<file path="config.mk">
export PLATFORM = sky130hd
export DESIGN_NAME = dma_irq_regs
export DESIGN_NICKNAME = d
export VERILOG_FILES = /design/src/rtl/dma_irq_pkg.sv /design/src/rtl/dma_irq_decode.sv /design/src/rtl/dma_irq_cause_bank.sv /design/src/rtl/dma_irq_enable_bank.sv /design/src/rtl/dma_irq_regs.sv
export SDC_FILE = /design/constraint.sdc
export NUM_CORES = 1
export LEC_CHECK = 0
export ABC_AREA = 1
export BUFFER_PORTS_ARGS = -buffer_cell sky130_fd_sc_hd__buf_2
export CAP_MARGIN = 30
export CORE_MARGIN = 8
export CORE_UTILIZATION = 40
export CTS_CLUSTER_DIAMETER = 60
export DETAILED_ROUTE_END_ITERATION = 8
export PLACE_DENSITY = 0.78
export SYNTH_ARGS = -nofsm -noshare
export SYNTH_HDL_FRONTEND = slang
export SYNTH_SLANG_ARGS = --single-unit
</file>
<file path="constraint.sdc">
create_clock -name clk -period 0.9 [get_ports clk]
set_input_delay 0.09 -clock clk [delete_from_list [all_inputs] [get_ports clk]]
set_output_delay 0.09 -clock clk [all_outputs]
set_load 0.01 [all_outputs]
</file>
<file path="src/rtl/dma_irq_pkg.sv">
package dma_irq_pkg;

    localparam int REG_W  = 32;
    localparam int MAX_CH = 32;

    // Register words by index on the bus
    typedef enum logic [1:0] {
        SEL_ERR   = 2'd0,
        SEL_DONE  = 2'd1,
        SEL_ENSET = 2'd2,
        SEL_ENCLR = 2'd3
    } reg_sel_e;

    typedef struct packed {
        logic err_clr;
        logic done_clr;
        logic en_set;
        logic en_clr;
    } wr_strobe_t;

    // Mask of implemented channel bits
    function automatic logic [REG_W-1:0] ch_mask(input int n);
        logic [REG_W-1:0] m;
        m = '0;
        for (int i = 0; i < REG_W; i++) begin
            if (i < n) m[i] = 1'b1;
        end
        return m;
    endfunction

endpackage

</file>
<file path="src/rtl/dma_irq_decode.sv">
module dma_irq_decode
    import dma_irq_pkg::*;
#(
    parameter int ADDR_W = 3
) (
    input  logic [ADDR_W-1:0] word_addr_i,
    input  logic              wr_en_i,
    output reg_sel_e          sel_o,
    output logic              hit_o,
    output wr_strobe_t        stb_o
);

    always_comb begin
        sel_o = reg_sel_e'(word_addr_i[1:0]);
        hit_o = (word_addr_i[ADDR_W-1:2] == '0);
        stb_o = '0;
        if (wr_en_i && hit_o) begin
            unique case (sel_o)
                SEL_ERR:   stb_o.err_clr  = 1'b1;
                SEL_DONE:  stb_o.done_clr = 1'b1;
                SEL_ENSET: stb_o.en_set   = 1'b1;
                SEL_ENCLR: stb_o.en_clr   = 1'b1;
                default:   stb_o          = '0;
            endcase
        end
    end

endmodule

</file>
<file path="src/rtl/dma_irq_cause_bank.sv">
module dma_irq_cause_bank #(
    parameter int              WIDTH = 32,
    parameter logic [WIDTH-1:0] MASK = '1
) (
    input  logic             clk,
    input  logic             rst,
    input  logic [WIDTH-1:0] set_i,
    input  logic             clr_en_i,
    input  logic [WIDTH-1:0] clr_data_i,
    output logic [WIDTH-1:0] flag_o
);

    logic [WIDTH-1:0] flag_q;
    logic [WIDTH-1:0] clr_vec;

    assign clr_vec = clr_en_i ? clr_data_i : '0;

    // A set pulse outranks a clear in the same cycle
    always_ff @(posedge clk) begin
        if (rst) flag_q <= '0;
        else     flag_q <= (set_i | (flag_q & ~clr_vec)) & MASK;
    end

    assign flag_o = flag_q;

    // a pulse always leaves its flag set
    p_event_sets_r4: assert property (@(posedge clk) disable iff (rst)
        (|(set_i & MASK)) |=> ((flag_o & $past(set_i & MASK)) == $past(set_i & MASK)));

    // a write-1 without a pulse clears
    p_write_clears_r5: assert property (@(posedge clk) disable iff (rst)
        (clr_en_i && !(|set_i)) |=> ((flag_o & $past(clr_data_i)) == '0));

    // bits outside the mask never hold
    p_masked_zero_r9: assert property (@(posedge clk) disable iff (rst)
        1'b1 |=> ((flag_o & ~MASK) == '0));

endmodule

</file>
<file path="src/rtl/dma_irq_enable_bank.sv">
module dma_irq_enable_bank #(
    parameter int              WIDTH = 32,
    parameter logic [WIDTH-1:0] MASK = '1
) (
    input  logic             clk,
    input  logic             rst,
    input  logic             set_en_i,
    input  logic             clr_en_i,
    input  logic [WIDTH-1:0] data_i,
    output logic [WIDTH-1:0] en_o
);

    logic [WIDTH-1:0] en_q;
    logic [WIDTH-1:0] set_vec;
    logic [WIDTH-1:0] clr_vec;

    assign set_vec = set_en_i ? data_i : '0;
    assign clr_vec = clr_en_i ? data_i : '0;

    always_ff @(posedge clk) begin
        if (rst) en_q <= '0;
        else     en_q <= ((en_q | set_vec) & ~clr_vec) & MASK;
    end

    assign en_o = en_q;

    // set register turns bits on
    p_enable_set_r7: assert property (@(posedge clk) disable iff (rst)
        set_en_i |=> ((en_o & $past(data_i & MASK)) == $past(data_i & MASK)));

    // clear register turns bits off
    p_enable_clr_r8: assert property (@(posedge clk) disable iff (rst)
        clr_en_i |=> ((en_o & $past(data_i)) == '0));

    // without a write the enables hold
    p_enable_hold_r7: assert property (@(posedge clk) disable iff (rst)
        (!set_en_i && !clr_en_i) |=> $stable(en_o));

endmodule

</file>
<file path="src/rtl/dma_irq_regs.sv">
module dma_irq_regs
    import dma_irq_pkg::*;
#(
    parameter int NUM_CH = 8,
    parameter int ADDR_W = 3
) (
    input  logic              clk,
    input  logic              rst,
    input  logic [ADDR_W-1:0] word_addr_i,
    input  logic              wr_en_i,
    input  logic [REG_W-1:0]  wr_data_i,
    output logic [REG_W-1:0]  rd_data_o,
    input  logic [NUM_CH-1:0] done_pulse_i,
    input  logic              err_pulse_i,
    output logic              irq_o
);

    localparam logic [REG_W-1:0] CH_MASK = ch_mask(NUM_CH);

    reg_sel_e         sel;
    logic             hit;
    wr_strobe_t       stb;
    logic [REG_W-1:0] done_w;
    logic [REG_W-1:0] done_flags;
    logic [REG_W-1:0] enables;
    logic [0:0]       err_flag;
    logic             pend;
    logic             irq_q;

    always_comb begin
        done_w = '0;
        done_w[NUM_CH-1:0] = done_pulse_i;
    end

    dma_irq_decode #(.ADDR_W(ADDR_W)) u_decode (
        .word_addr_i (word_addr_i),
        .wr_en_i     (wr_en_i),
        .sel_o       (sel),
        .hit_o       (hit),
        .stb_o       (stb)
    );

    dma_irq_cause_bank #(.WIDTH(REG_W), .MASK(CH_MASK)) u_done (
        .clk        (clk),
        .rst        (rst),
        .set_i      (done_w),
        .clr_en_i   (stb.done_clr),
        .clr_data_i (wr_data_i),
        .flag_o     (done_flags)
    );

    dma_irq_cause_bank #(.WIDTH(1), .MASK(1'b1)) u_err (
        .clk        (clk),
        .rst        (rst),
        .set_i      (err_pulse_i),
        .clr_en_i   (stb.err_clr),
        .clr_data_i (wr_data_i[0:0]),
        .flag_o     (err_flag)
    );

    dma_irq_enable_bank #(.WIDTH(REG_W), .MASK(CH_MASK)) u_en (
        .clk      (clk),
        .rst      (rst),
        .set_en_i (stb.en_set),
        .clr_en_i (stb.en_clr),
        .data_i   (wr_data_i),
        .en_o     (enables)
    );

    always_comb begin
        rd_data_o = '0;
        if (hit) begin
            unique case (sel)
                SEL_ERR:   rd_data_o[0] = err_flag[0];
                SEL_DONE:  rd_data_o    = done_flags;
                SEL_ENSET: rd_data_o    = enables;
                SEL_ENCLR: rd_data_o    = enables;
                default:   rd_data_o    = '0;
            endcase
        end
    end

    assign pend = err_flag[0] | (|(done_flags & enables));

    always_ff @(posedge clk) begin
        if (rst) irq_q <= 1'b0;
        else     irq_q <= pend;
    end

    assign irq_o = irq_q;

    // interrupt follows pending state one cycle later
    p_irq_rise_r10: assert property (@(posedge clk) disable iff (rst)
        (err_flag[0] || (|(done_flags & enables))) |=> irq_o);
    p_irq_fall_r10: assert property (@(posedge clk) disable iff (rst)
        (!err_flag[0] && !(|(done_flags & enables))) |=> !irq_o);

    // reserved bits of the error word
    p_err_rsvd_r2: assert property (@(posedge clk) disable iff (rst)
        (word_addr_i == ADDR_W'(0)) |-> (rd_data_o[REG_W-1:1] == '0));

    // unimplemented channel bits read zero
    p_hi_bits_r9: assert property (@(posedge clk) disable iff (rst)
        ((rd_data_o & ~CH_MASK) == '0));

    // unmapped words read zero
    p_unmapped_r11: assert property (@(posedge clk) disable iff (rst)
        !hit |-> (rd_data_o == '0));

    // nothing pending right after reset
    p_reset_r1: assert property (@(posedge clk)
        rst |=> (!irq_o && done_flags == '0 && enables == '0 && !err_flag[0]));

endmodule

</file>
# After elaboration in Yosys (flattened, before gate mapping)
# Index checks and enable logic that the tools add are counted.
dict set report classes {
  eq_ne 3
  n_addsub 0
  n_mul 0
  order_cmp 0
  div_mod_pow 0
  muxes 12
  n_reduce_logical 4
  n_bitwise 12
  n_shift 0
}
# op count
set ops {}
lappend ops {{32-bit two-way mux} 1}
lappend ops {{32-bit OR reduction} 1}
lappend ops {{8-bit bitwise AND} 3}
lappend ops {{8-bit two-way mux} 3}
lappend ops {{8-bit NOT} 2}
lappend ops {{8-bit OR} 2}
lappend ops {{7-bit one-hot mux with 2 select lines} 1}
lappend ops {{1-bit two-way mux} 5}
lappend ops {{2-bit equality test, second input constant} 2}
lappend ops {{4-bit two-way mux} 1}
lappend ops {{1-bit one-hot mux with 3 select lines} 1}
lappend ops {{2-bit by 1-bit equality test with 1-bit output, second input constant} 1}
lappend ops {{2-bit zero test} 1}
lappend ops {{1-bit NOT} 2}
lappend ops {{1-bit OR} 2}
lappend ops {{2-bit OR reduction} 1}
lappend ops {{1-bit bitwise AND} 1}
lappend ops {{1-bit logical AND} 1}
dict set report totals {
  out_inout_bits 33
  memories 0
  latch_bits 0
  regBits 18
  inputBits 47
  ramBits 0
  rom_bits 0
  elab_cells 35
}

# Longest topological paths before layout
# Gate-level depths: netlist (run 1).
dict set report logic_depth {
  ltp_word 7
  mapped_depth 7
  mapped_depth_nobuf 6
}

# Modules after synthesis
# Synthesis (run 1) repeated with hierarchy kept, for this count alone.
dict set report unflattened {
  hier_cells 328
  area_unflattened_um2 1876.8
}
# module n_inst cells_each area_each_um2
set by_module_without_submodules {}
lappend by_module_without_submodules {dma_irq_regs 1 174 789.5}
lappend by_module_without_submodules {dma_irq_enable_bank 1 68 501.7}
lappend by_module_without_submodules {{dma_irq_cause_bank (u_done)} 1 67 483.0}
lappend by_module_without_submodules {dma_irq_decode 1 14 62.6}
lappend by_module_without_submodules {{dma_irq_cause_bank (u_err)} 1 5 40.0}

# Worst setup path after synthesis (run 1)
# OpenSTA, ideal clock, no wires.
dict set report synth_timing {
  path_kind {input to output}
  start {input port word_addr_i[1]}
  end {output port rd_data_o[1]}
  path_buffers 2
  required_ns 0.810
  arrival_ns 0.772
  cell_stages 5
  slack_ns 0.038
  cell_sequence {buf_4 -> nor2_8 -> buf_6 -> nand2_1 -> a21oi_1}
}
dict set report synth_between {
  elab_chain_cells 4
  word_cells_on_any_way 6
  classes_between {3 x eq/ne; 2 x mux; 1 x reduce/logical}
}
# element line_no
set synth_lines {}
lappend synth_lines {{start, declared} dma_irq_regs.sv:9} ;# input logic [ADDR_W-1:0] word_addr_i,
lappend synth_lines {{2-bit equality test} dma_irq_regs.sv:73} ;# unique case (sel)
lappend synth_lines {{2-bit OR reduction (no source line)} n/a}
lappend synth_lines {{7-bit one-hot mux with 2 select lines *} dma_irq_regs.sv:73}
lappend synth_lines {{32-bit two-way mux *} dma_irq_regs.sv:72} ;# if (hit) begin
lappend synth_lines {{end, declared} dma_irq_regs.sv:12} ;# output logic [REG_W-1:0] rd_data_o,
# Mark *: on every way between the ends. The rest lies on a longest branch, timed or not.

# Worst setup path in the final report (run 1)
dict set report layout_timing {
  start {register u_en.en_q[3], in the netlist u_en.en_o[3]}
  end {output port rd_data_o[3]}
}
dict set report layout_between {
  elab_chain_cells 2
}
# element line_no
set layout_lines {}
lappend layout_lines {{start, declared} dma_irq_enable_bank.sv:13} ;# logic [WIDTH-1:0] en_q;
lappend layout_lines {{start signal, assigned} dma_irq_enable_bank.sv:22} ;# else en_q <= ((en_q | set_vec) & ~clr_vec) & MASK;
lappend layout_lines {{7-bit one-hot mux with 2 select lines} dma_irq_regs.sv:73}
lappend layout_lines {{32-bit two-way mux} dma_irq_regs.sv:72}
# Every way passes these cells.

==> impl_results.html, run 1 <==
<table>
<tr><th>Metric</th><th>Value</th></tr>
<tr><th colspan="2">Layout</th></tr>
<tr><td>Number of nets in the layout</td><td>282</td></tr>
<tr><td>Cell area after layout</td><td>around 0.0016 mm^2</td></tr>
<tr><td>Layout-stage area growth over the synthesis result</td><td>29.1%</td></tr>
<tr><td>Layout cell share with drive strength beyond 1</td><td>35.9%</td></tr>
<tr><td>Post-layout utilization of the core</td><td>52.8%</td></tr>
<tr><td>Diode insertion count for antenna repair</td><td>0</td></tr>
<tr><th colspan="2">Route</th></tr>
<tr><td>Count of unresolved DRC violations after routing</td><td>0</td></tr>
<tr><td>Number of search-and-repair iterations in the first detailed-routing pass</td><td>5</td></tr>
<tr><td>Sum of routed wire length over all layers</td><td>between 3 and 4 mm</td></tr>
<tr><td>First DRT Iteration DRCs</td><td>74</td></tr>
<tr><td>Detail-routed via count per cell</td><td>4.56</td></tr>
<tr><td>Number of vias after detailed routing</td><td>1218</td></tr>
<tr><td>Number of routed nets with antenna violations</td><td>0</td></tr>
<tr><td>Final routed wire length divided by cell count</td><td>11.4 um</td></tr>
<tr><th colspan="2">Status</th></tr>
<tr><td>Failing checks</td><td>negative setup slack</td></tr>
<tr><td>Run status</td><td>finished, violations left</td></tr>
<tr><th colspan="2">Floorplanning</th></tr>
<tr><td>I/O pin count</td><td>80</td></tr>
<tr><td>Starting Density</td><td>40.9%</td></tr>
<tr><td>Count of standard-cell rows</td><td>20</td></tr>
<tr><td>Vert. Die Dim</td><td>70.9 um</td></tr>
<tr><td>Area of the die</td><td>0.00503 mm^2</td></tr>
<tr><td>Core Region</td><td>0.00295 mm^2</td></tr>
<tr><td>Die W</td><td>approximately 70 um</td></tr>
<tr><th colspan="2">Yosys</th></tr>
<tr><td>Adder-Cell Fraction of Synth Area</td><td>0%</td></tr>
<tr><td>Xor/xnor cell area share of the yosys netlist</td><td>0%</td></tr>
<tr><td>Gate count after technology mapping</td><td>179</td></tr>
<tr><td>Fraction of synthesized cell area taken by the top area cell type</td><td>between 20 and 30%</td></tr>
<tr><td>Compound-gate portion of the synthesized area</td><td>10.4%</td></tr>
<tr><td>Warning count from the yosys run</td><td>0</td></tr>
<tr><td>Flip-flop cell with the highest count after synthesis</td><td>sky130_fd_sc_hd__dfxtp_1</td></tr>
<tr><td>Leading post-synthesis cells by instance count</td><td>46 x sky130_fd_sc_hd__nand2_1, 25 x sky130_fd_sc_hd__a21oi_1, 25 x sky130_fd_sc_hd__buf_4</td></tr>
<tr><td>Leading cell type by number of instances after synthesis</td><td>sky130_fd_sc_hd__nand2_1</td></tr>
<tr><td>#FFs+latches synth</td><td>18</td></tr>
<tr><td>Distinct cell type count of the synthesized netlist</td><td>17</td></tr>
<tr><td>Library cell with the largest summed area after synthesis</td><td>sky130_fd_sc_hd__dfxtp_1</td></tr>
<tr><td>Top area cells in the synthesized netlist</td><td>sky130_fd_sc_hd__dfxtp_1 30%, sky130_fd_sc_hd__buf_4 16%, sky130_fd_sc_hd__nand2_1 14%</td></tr>
<tr><td>Simple-gate area share of the yosys netlist</td><td>31.1%</td></tr>
<tr><td>Async set-or-reset flop fraction in the synthesized netlist</td><td>0%</td></tr>
<tr><td>Sequential element share of the synthesized area</td><td>29.8%</td></tr>
<tr><td>Multiplexer share of the synthesized area</td><td>0%</td></tr>
<tr><td>Main combinational cell family by area after synthesis</td><td>simple AND/OR/NAND/NOR gates</td></tr>
<tr><td>Number of enable flip-flop cells after synthesis</td><td>0</td></tr>
<tr><td>Post-synth design cell area</td><td>0.00121 mm^2</td></tr>
<tr><td>Post-Syn Area per Cell</td><td>6.75 um^2</td></tr>
<tr><th colspan="2">Worst setup path</th></tr>
<tr><td>CP required</td><td>0.81 ns</td></tr>
<tr><td>Worst endpoint data arrival time</td><td>0.99 ns</td></tr>
<tr><td>Crit Path Max Fanout</td><td>3</td></tr>
<tr><td>Worst Setup Path Type</td><td>flop to primary output</td></tr>
<tr><td>Setup slack of the worst register-to-register path</td><td>-0.05 ns</td></tr>
<tr><td>Sort of element at the end of the critical path</td><td>primary output</td></tr>
<tr><td>Startpoint of the lowest-slack register-to-register path</td><td>u_done.flag_o[0]</td></tr>
<tr><td>Startpoint Class</td><td>flop</td></tr>
<tr><td>Number of cell instances on the worst register-to-register path</td><td>7</td></tr>
<tr><td>Worst R2R End</td><td>irq_o</td></tr>
<tr><th colspan="2">Power</th></tr>
<tr><td>Leakage</td><td>around 0.81 nW</td></tr>
<tr><td>Net Switching</td><td>between 500 and 600 uW</td></tr>
<tr><td>Peak supply drop</td><td>557 uV</td></tr>
<tr><td>Combinational fraction of design power</td><td>23.3%</td></tr>
<tr><td>Final Total Pwr</td><td>~1.8 mW</td></tr>
<tr><td>Power per standard cell area</td><td>1150 mW/mm^2</td></tr>
<tr><td>Part of the total power dissipated in the clock network</td><td>between 20 and 30%</td></tr>
<tr><td>Flop pwr share</td><td>48.2%</td></tr>
<tr><td>Internal power</td><td>approximately 1.3 mW</td></tr>
<tr><td>Switching share of power</td><td>29.4%</td></tr>
<tr><th colspan="2">Timing</th></tr>
<tr><td>Number of pins exceeding their max-slew limit in the final report</td><td>0</td></tr>
<tr><td>Max frequency</td><td>about 930 MHz</td></tr>
<tr><td>Clock skew</td><td>0.00229 ns</td></tr>
<tr><td>Fraction of the cycle the final worst path needs</td><td>120%</td></tr>
<tr><td>Hold violation total from the final report</td><td>0</td></tr>
<tr><td>RSZ-0062 raised after global routing</td><td>true</td></tr>
<tr><td>Number of setup violations in the final report</td><td>9</td></tr>
<tr><td>Post-layout minimum cycle time</td><td>1.08 ns</td></tr>
<tr><td>Final WS setup</td><td>-0.181 ns</td></tr>
<tr><th colspan="2">Worst hold path</th></tr>
<tr><td>Worst Hold Path EP</td><td>u_en.en_o[4]</td></tr>
<tr><td>Hold path startpoint</td><td>wr_data_i[4]</td></tr>
<tr><td>Path type of the worst min-delay path</td><td>input pin to flop</td></tr>
<tr><td>Instance count along the most critical hold path</td><td>3</td></tr>
<tr><th colspan="2">Clock network</th></tr>
<tr><td>TritonCTS buffer count</td><td>3</td></tr>
<tr><td>Clock-pin slew reported for the worst setup and hold paths after clock tree synthesis</td><td>approximately 0.1 ns</td></tr>
<tr><td>Bufs on Longest Clock Path</td><td>2</td></tr>
<tr><td>H-Tree Level Count</td><td>1</td></tr>
<tr><td>Later-pin clock latency in the skew report</td><td>0.30 ns</td></tr>
<tr><td>TritonCTS clock tree</td><td>done</td></tr>
<tr><td>Clock Tree Root</td><td>sky130_fd_sc_hd__clkbuf_4</td></tr>
<tr><td>Sink count of the clock tree</td><td>18</td></tr>
<tr><th colspan="2">Global route</th></tr>
<tr><td>Vias in the first global route</td><td>approximately 1.2k</td></tr>
<tr><td>GRT Residual Overflow</td><td>0</td></tr>
<tr><td>Maximum number of pins on one net before global-route repair</td><td>26</td></tr>
<tr><td>Number of antenna violations at the first check in global routing</td><td>0</td></tr>
<tr><td>Wire length of the first global-routing pass</td><td>4.87 mm</td></tr>
<tr><td>Total global routing track utilization</td><td>12.0%</td></tr>
<tr><th colspan="2">Placed design</th></tr>
<tr><td>Worst slack, placed</td><td>-0.0445 ns</td></tr>
<tr><td>Area after detailed placement</td><td>0.00128 mm^2</td></tr>
<tr><td>Final HPWL from detailed placement</td><td>2.10 mm</td></tr>
<tr><td>Number of buffers added on ports</td><td>31</td></tr>
<tr><td>RePlAce Congestion</td><td>0.759</td></tr>
<tr><th colspan="2">Job</th></tr>
<tr><td>Number of maximum-capacitance violations</td><td>0</td></tr>
</table>
[power by group through the flow]
stage,clock network [mW],logic [mW],registers (mW)
final,0.512,0.419,0.866
after CTS,0.538,0.401,0.865
after global placement,0,0.321,0.882
after floorplan,0,0.305,0.879
after global routing,0.566,0.464,0.870
after detailed placement,0,0.326,0.883
[metrics by stage]
stage	instances	hold slack, ns	setup TNS [ns]
finish	267	0.0610	-1.35
global route	267	0.0525	-2.00
CTS	265	0.0442	-1.54
detailed placement	240	0.332	-0.241
global placement	240	0.330	-0.157
floorplan	202	0.224	0
[timing repair]
action	4_1_cts	5_1_grt
setup endpoints to repair	8	9
pin swaps	3	10
hold buffers	9	0
endpoints found under the hold margin	9	0
gates resized for setup	17	9
buffers inserted	12	2
[logic make-up (layout without fill, tap and decap cells)]
group | Yosys count | in the layout
flip-flops | 18 | 18
buffers and inverters | 56 | 88
AND/OR/NAND/NOR | 79 | 79
other | 1 | 24
AO/OA/AOI/OAI | 25 | 25
[sequential cells by signal, indices dropped and copies added, names as in the netlist]
name / count
irq_o: 1
u_done.flag_o: 8
u_en.en_o: 8
u_err.flag_o: 1
[how the worst max path moves through the flow]
stage / depth (start not counted) / to / slack [ns] / from
after floorplan: 5 / rd_data_o[1] / 0.04 / word_addr_i[1]
after global placement: 5 / rd_data_o[7] / -0.03 / word_addr_i[1]
after detailed placement: 5 / rd_data_o[2] / -0.04 / word_addr_i[1]
after CTS: 5 / rd_data_o[0] / -0.20 / u_en.en_o[0]
after global routing: 3 / rd_data_o[3] / -0.28 / u_en.en_o[3]
final: 3 / rd_data_o[3] / -0.18 / u_en.en_o[3]
[cell type report]
| class | count | area [um^2] |
|---|---|---|
| Fill cell | 304 | 1390 |
| Multi-Input combinational cell | 128 | 618 |
| Timing Repair Buffer | 59 | 388 |
| Sequential cell | 18 | 382 |
| Inverter | 25 | 93.8 |
| Tap cell | 33 | 41.3 |
| Clock buffer | 4 | 36.3 |
[cell usage in the layout (no fill, tap or decap), drive strengths merged]
cell	netlist	layout
dlygate4sd3	0	9
clkbuf	1	4
nor2	5	5
dfxtp	18	18
nand4	8	8
buf	30	50
inv	24	24
nand3	19	19
nand2	47	47
a21oi	25	25
conb	1	24
clkinv	1	1
[layer usage]
metal / GRT usage [%] / vias up / part of all wire, %
met2: 20.6 / 46 / 48
li1: - / 629 / -
met3: 3.67 / 4 / 7.5
met5: 0 / - / 0
met1: 12.9 / 539 / 43
met4: 6.24 / 0 / 1.5
[worst max-delay path, stage by stage, from the launching register on]
cell and delay [ns]:
sky130_fd_sc_hd__dfxtp_2 0.36, sky130_fd_sc_hd__nand2_1 0.06, sky130_fd_sc_hd__a21oi_1 0.13, sky130_fd_sc_hd__buf_2 0.14
Power figures use the tool's default switching activity.
==> run 2, diff against run 1 <==
- PLACE_DENSITY: 0.78 -> 0.7
- SLEW_MARGIN: unset -> 10
- SYNTH_HIERARCHICAL: unset -> 1
==> run 2 against run 1 <==
Compared with the run above: the run still ends with negative setup slack left; utilization down 5.8 points; worst setup slack worse by 0.069 ns; first-iteration DRC count up 18%; sequential cell count unchanged; die area up 42%; global-route usage up 0.86 points; combinational power up 66%; non-clock buffer count up 2; hold slack about the same; final cell count up 59%; clock skew down 0.00076 ns.
==> impl_results.html, run 2 <==
<table>
<tr><th>Metric</th><th>Value</th></tr>
<tr><th colspan="2">Status</th></tr>
<tr><td>Run status</td><td>finished, violations left</td></tr>
<tr><td>Failing checks</td><td>negative setup slack</td></tr>
<tr><th colspan="2">Worst setup path</th></tr>
<tr><td>CP cell instances</td><td>inv_2 &gt; o211ai_1 &gt; o211ai_1 &gt; inv_1 &gt; buf_6</td></tr>
<tr><td>Startpoint Class</td><td>flop</td></tr>
<tr><td>CP required</td><td>0.81 ns (about the same)</td></tr>
<tr><td>Sort of element at the end of the critical path</td><td>primary output</td></tr>
<tr><td>Worst endpoint data arrival time</td><td>1.06 ns (+0.07 ns)</td></tr>
<tr><td>Largest delay share family, worst path</td><td>flip-flops</td></tr>
<tr><td>Slowest CP cell</td><td>sky130_fd_sc_hd__dfxtp_2</td></tr>
<tr><td>Crit Path Max Fanout</td><td>2 (-1)</td></tr>
<tr><td>Worst Setup Path Type</td><td>flop to primary output</td></tr>
<tr><td>Sum of buffers and inverters on the critical path</td><td>3 (+2)</td></tr>
<tr><td>Peak per-stage delay on the critical path</td><td>0.33 ns (-0.03 ns)</td></tr>
<tr><td>Critical Path Most Common Cell</td><td>sky130_fd_sc_hd__o211ai_1</td></tr>
<tr><th colspan="2">Yosys</th></tr>
<tr><td>Post-Syn Area per Cell</td><td>5.73 um^2 (-15%)</td></tr>
<tr><td>Warning count from the yosys run</td><td>6 (+6)</td></tr>
<tr><td>Gate count after technology mapping</td><td>327 (+83%)</td></tr>
<tr><td>Post-synth design cell area</td><td>0.00187 mm^2 (+55%)</td></tr>
<tr><th colspan="2">Layout</th></tr>
<tr><td>Post-layout utilization of the core</td><td>47.0% (-5.8 points)</td></tr>
<tr><td>Layout-stage area growth over the synthesis result</td><td>16.2%</td></tr>
<tr><td>Sequential standard cell area</td><td>375 um^2 (-1.6%)</td></tr>
<tr><td>Layout cell share with drive strength beyond 1</td><td>26.2% (-9.7 points)</td></tr>
<tr><td>Final Non-Filler Cells</td><td>424 (+59%)</td></tr>
<tr><td>Diode insertion count for antenna repair</td><td>0 (unchanged)</td></tr>
<tr><td>Commonest non-fill, non-tap cell in the layout</td><td>sky130_fd_sc_hd__nand2_1</td></tr>
<tr><td>Cell area after layout</td><td>0.00218 mm^2 (+40%)</td></tr>
<tr><td>Area used by multi-input combinational logic</td><td>0.00120 mm^2 (+94%)</td></tr>
<tr><td>Number of nets in the layout</td><td>419 (+49%)</td></tr>
<tr><td>Number of inserted filler cells in the final layout</td><td>492 (+62%)</td></tr>
<tr><td>Highest-count cells in the layout ignoring fill and taps</td><td>112 x sky130_fd_sc_hd__nand2_1, 48 x sky130_fd_sc_hd__conb_1, 45 x sky130_fd_sc_hd__a21oi_1</td></tr>
<tr><th colspan="2">Floorplanning</th></tr>
<tr><td>I/O pin count</td><td>80 (unchanged)</td></tr>
<tr><td>Core Region</td><td>0.00463 mm^2 (+57%)</td></tr>
<tr><td>Die W</td><td>84.4 um (+19%)</td></tr>
<tr><td>Area of the die</td><td>0.00713 mm^2 (+42%)</td></tr>
<tr><td>Starting Density</td><td>40.5% (-0.43 points)</td></tr>
<tr><td>Vert. Die Dim</td><td>84.4 um (+19%)</td></tr>
<tr><td>Count of standard-cell rows</td><td>25 (+25%)</td></tr>
<tr><th colspan="2">Timing</th></tr>
<tr><td>Number of setup violations in the final report</td><td>9 (unchanged)</td></tr>
<tr><td>Final WS setup</td><td>-0.250 ns (-0.0689 ns)</td></tr>
<tr><td>Fraction of the cycle the final worst path needs</td><td>128% (+7.7 points)</td></tr>
<tr><td>Number of pins exceeding their max-slew limit in the final report</td><td>0 (unchanged)</td></tr>
<tr><td>Max frequency</td><td>870 MHz (-6.0%)</td></tr>
<tr><td>RSZ-0062 raised after global routing</td><td>true</td></tr>
<tr><td>Clock skew</td><td>0.00152 ns (-0.000764 ns)</td></tr>
<tr><td>Post-layout minimum cycle time</td><td>1.15 ns (+0.0689 ns)</td></tr>
<tr><td>Setup TNS Final</td><td>-1.76 ns (-0.408 ns)</td></tr>
<tr><td>Hold violation total from the final report</td><td>0 (unchanged)</td></tr>
<tr><td>Hold slack</td><td>0.0612 ns (+0.000219 ns)</td></tr>
<tr><th colspan="2">Global route</th></tr>
<tr><td>Met2 track utilization from global routing</td><td>22.6% (+2.0 points)</td></tr>
<tr><td>Maximum number of pins on one net before global-route repair</td><td>22 (-15%)</td></tr>
<tr><td>GRT Residual Overflow</td><td>0 (unchanged)</td></tr>
<tr><td>Global Route met1 Usage</td><td>15.8% (+2.9 points)</td></tr>
<tr><td>GR met3 Demand/Resource</td><td>2.34% (-1.3 points)</td></tr>
<tr><td>Vias in the first global route</td><td>1774 (+51%)</td></tr>
<tr><td>Most utilized layer in the global route result</td><td>met2</td></tr>
<tr><td>Total global routing track utilization</td><td>12.9% (+0.86 points)</td></tr>
<tr><td>Number of antenna violations at the first check in global routing</td><td>0 (unchanged)</td></tr>
<tr><td>Wire length of the first global-routing pass</td><td>7.89 mm (+62%)</td></tr>
<tr><th colspan="2">Clock network</th></tr>
<tr><td>Sink count of the clock tree</td><td>18 (unchanged)</td></tr>
<tr><td>Later-pin clock latency in the skew report</td><td>0.25 ns (-0.05 ns)</td></tr>
<tr><td>Clock-pin slew reported for the worst setup and hold paths after clock tree synthesis</td><td>0.07 ns (-0.03 ns)</td></tr>
<tr><td>TritonCTS buffer count</td><td>3 (unchanged)</td></tr>
<tr><td>H-Tree Level Count</td><td>1 (unchanged)</td></tr>
<tr><td>Cts hold-fix bufs</td><td>0 (-9)</td></tr>
<tr><td>TritonCTS clock tree</td><td>done</td></tr>
<tr><td>Bufs on Longest Clock Path</td><td>2 (unchanged)</td></tr>
<tr><td>Clock Tree Root</td><td>sky130_fd_sc_hd__clkbuf_8</td></tr>
<tr><th colspan="2">Job</th></tr>
<tr><td>Number of maximum-capacitance violations</td><td>0 (unchanged)</td></tr>
<tr><th colspan="2">Route</th></tr>
<tr><td>Detail-routed via count per cell</td><td>4.56 (about the same)</td></tr>
<tr><td>Number of vias after detailed routing</td><td>1935 (+59%)</td></tr>
<tr><td>Number of search-and-repair iterations in the first detailed-routing pass</td><td>4 (-1)</td></tr>
<tr><td>Count of unresolved DRC violations after routing</td><td>0 (unchanged)</td></tr>
<tr><td>Number of routed nets with antenna violations</td><td>0 (unchanged)</td></tr>
<tr><td>Sum of routed wire length over all layers</td><td>4.82 mm (+58%)</td></tr>
<tr><td>First DRT Iteration DRCs</td><td>87 (+18%)</td></tr>
<tr><td>Final routed wire length divided by cell count</td><td>11.4 um (-0.60%)</td></tr>
<tr><th colspan="2">Power</th></tr>
<tr><td>Peak supply drop</td><td>843 uV (+51%)</td></tr>
<tr><td>Leakage</td><td>1.11 nW (+37%)</td></tr>
<tr><td>Power per standard cell area</td><td>974 mW/mm^2 (-15%)</td></tr>
<tr><th colspan="2">Placed design</th></tr>
<tr><td>Area after detailed placement</td><td>0.00198 mm^2 (+55%)</td></tr>
<tr><td>Final HPWL from detailed placement</td><td>3.54 mm (+68%)</td></tr>
<tr><td>RePlAce Congestion</td><td>0.794 (+4.6%)</td></tr>
<tr><td>Number of buffers added on ports</td><td>31 (unchanged)</td></tr>
<tr><td>Cell count after placement</td><td>415 (+73%)</td></tr>
<tr><th colspan="2">Worst hold path</th></tr>
<tr><td>Path type of the worst min-delay path</td><td>input pin to flop</td></tr>
</table>
run 2: cell count changes in the layout (fill, tap and decap cells not counted), sizes merged:
cell         previous run  this run
nand4                   8         0
nor2                    5        20
nand3                  19        34
inv                    24        16
a21oi                  25        51
conb                   24        48
clkbuf                  4         3
dlygate4sd3             9         0
nand2                  47       116
buf                    50        61
o211ai                  0         2
run 2: timing repair:
item,in CTS,in global routing
resized for setup,19,16
setup buffers,3,3
pin swaps,10,13
endpoints found under the setup margin,9,14
run 2: worst min-delay path, cell delays in order:
cell,delay (ns)
sky130_fd_sc_hd__buf_2,0.09
sky130_fd_sc_hd__inv_1,0.04
sky130_fd_sc_hd__a21oi_1,0.05
run 2: where the power goes:
group          total (mW)  internal, mW  leakage (nW)  switching [mW]
Clock               0.553         0.297        0.0216           0.256
Combinational       0.697         0.281         0.938           0.416
Sequential          0.868         0.842         0.152          0.0262
Total                2.12          1.42          1.11           0.698
run 2: layer usage:
layer | wire [um] | part of all wire [%]
met5 | 0 | 0
met4 | 12 | 0.25
met3 | 281 | 5.8
met2 | 2290 | 48
met1 | 2230 | 46
run 2: worst paths after layout:
| check | from | to | slack [ns] | cells past startpoint |
|---|---|---|---|---|
| worst max-delay path | u_err/flag_o | rd_data_o[0] | -0.25 | 5 |
| worst max register to register | u_done/flag_o[7] | irq_o | -0.09 | 7 |
| worst min register to register | u_done/flag_o[4] | u_done/flag_o[4] | 0.47 | 2 |
| worst min-delay path | done_pulse_i[5] | u_done/flag_o[5] | 0.06 | 3 |
run 2: cell type report:
| cell class | instances | area share (%) |
|---|---|---|
| clock buffer | 3 | 1.90 |
| inverter | 17 | 3.16 |
| multi-input combinational | 271 | 55.2 |
| sequential | 18 | 17.3 |
| tap | 54 | 3.11 |
| timing repair buffer | 61 | 19.4 |
run 2: per-stage QoR:
step,setup slack [ns],power [mW]
after floorplan,0.0772,1.44
after global placement,-0.123,1.47
after detailed placement,-0.161,1.48
after CTS,-0.258,2.06
after global routing,-0.324,2.24
final,-0.250,2.12
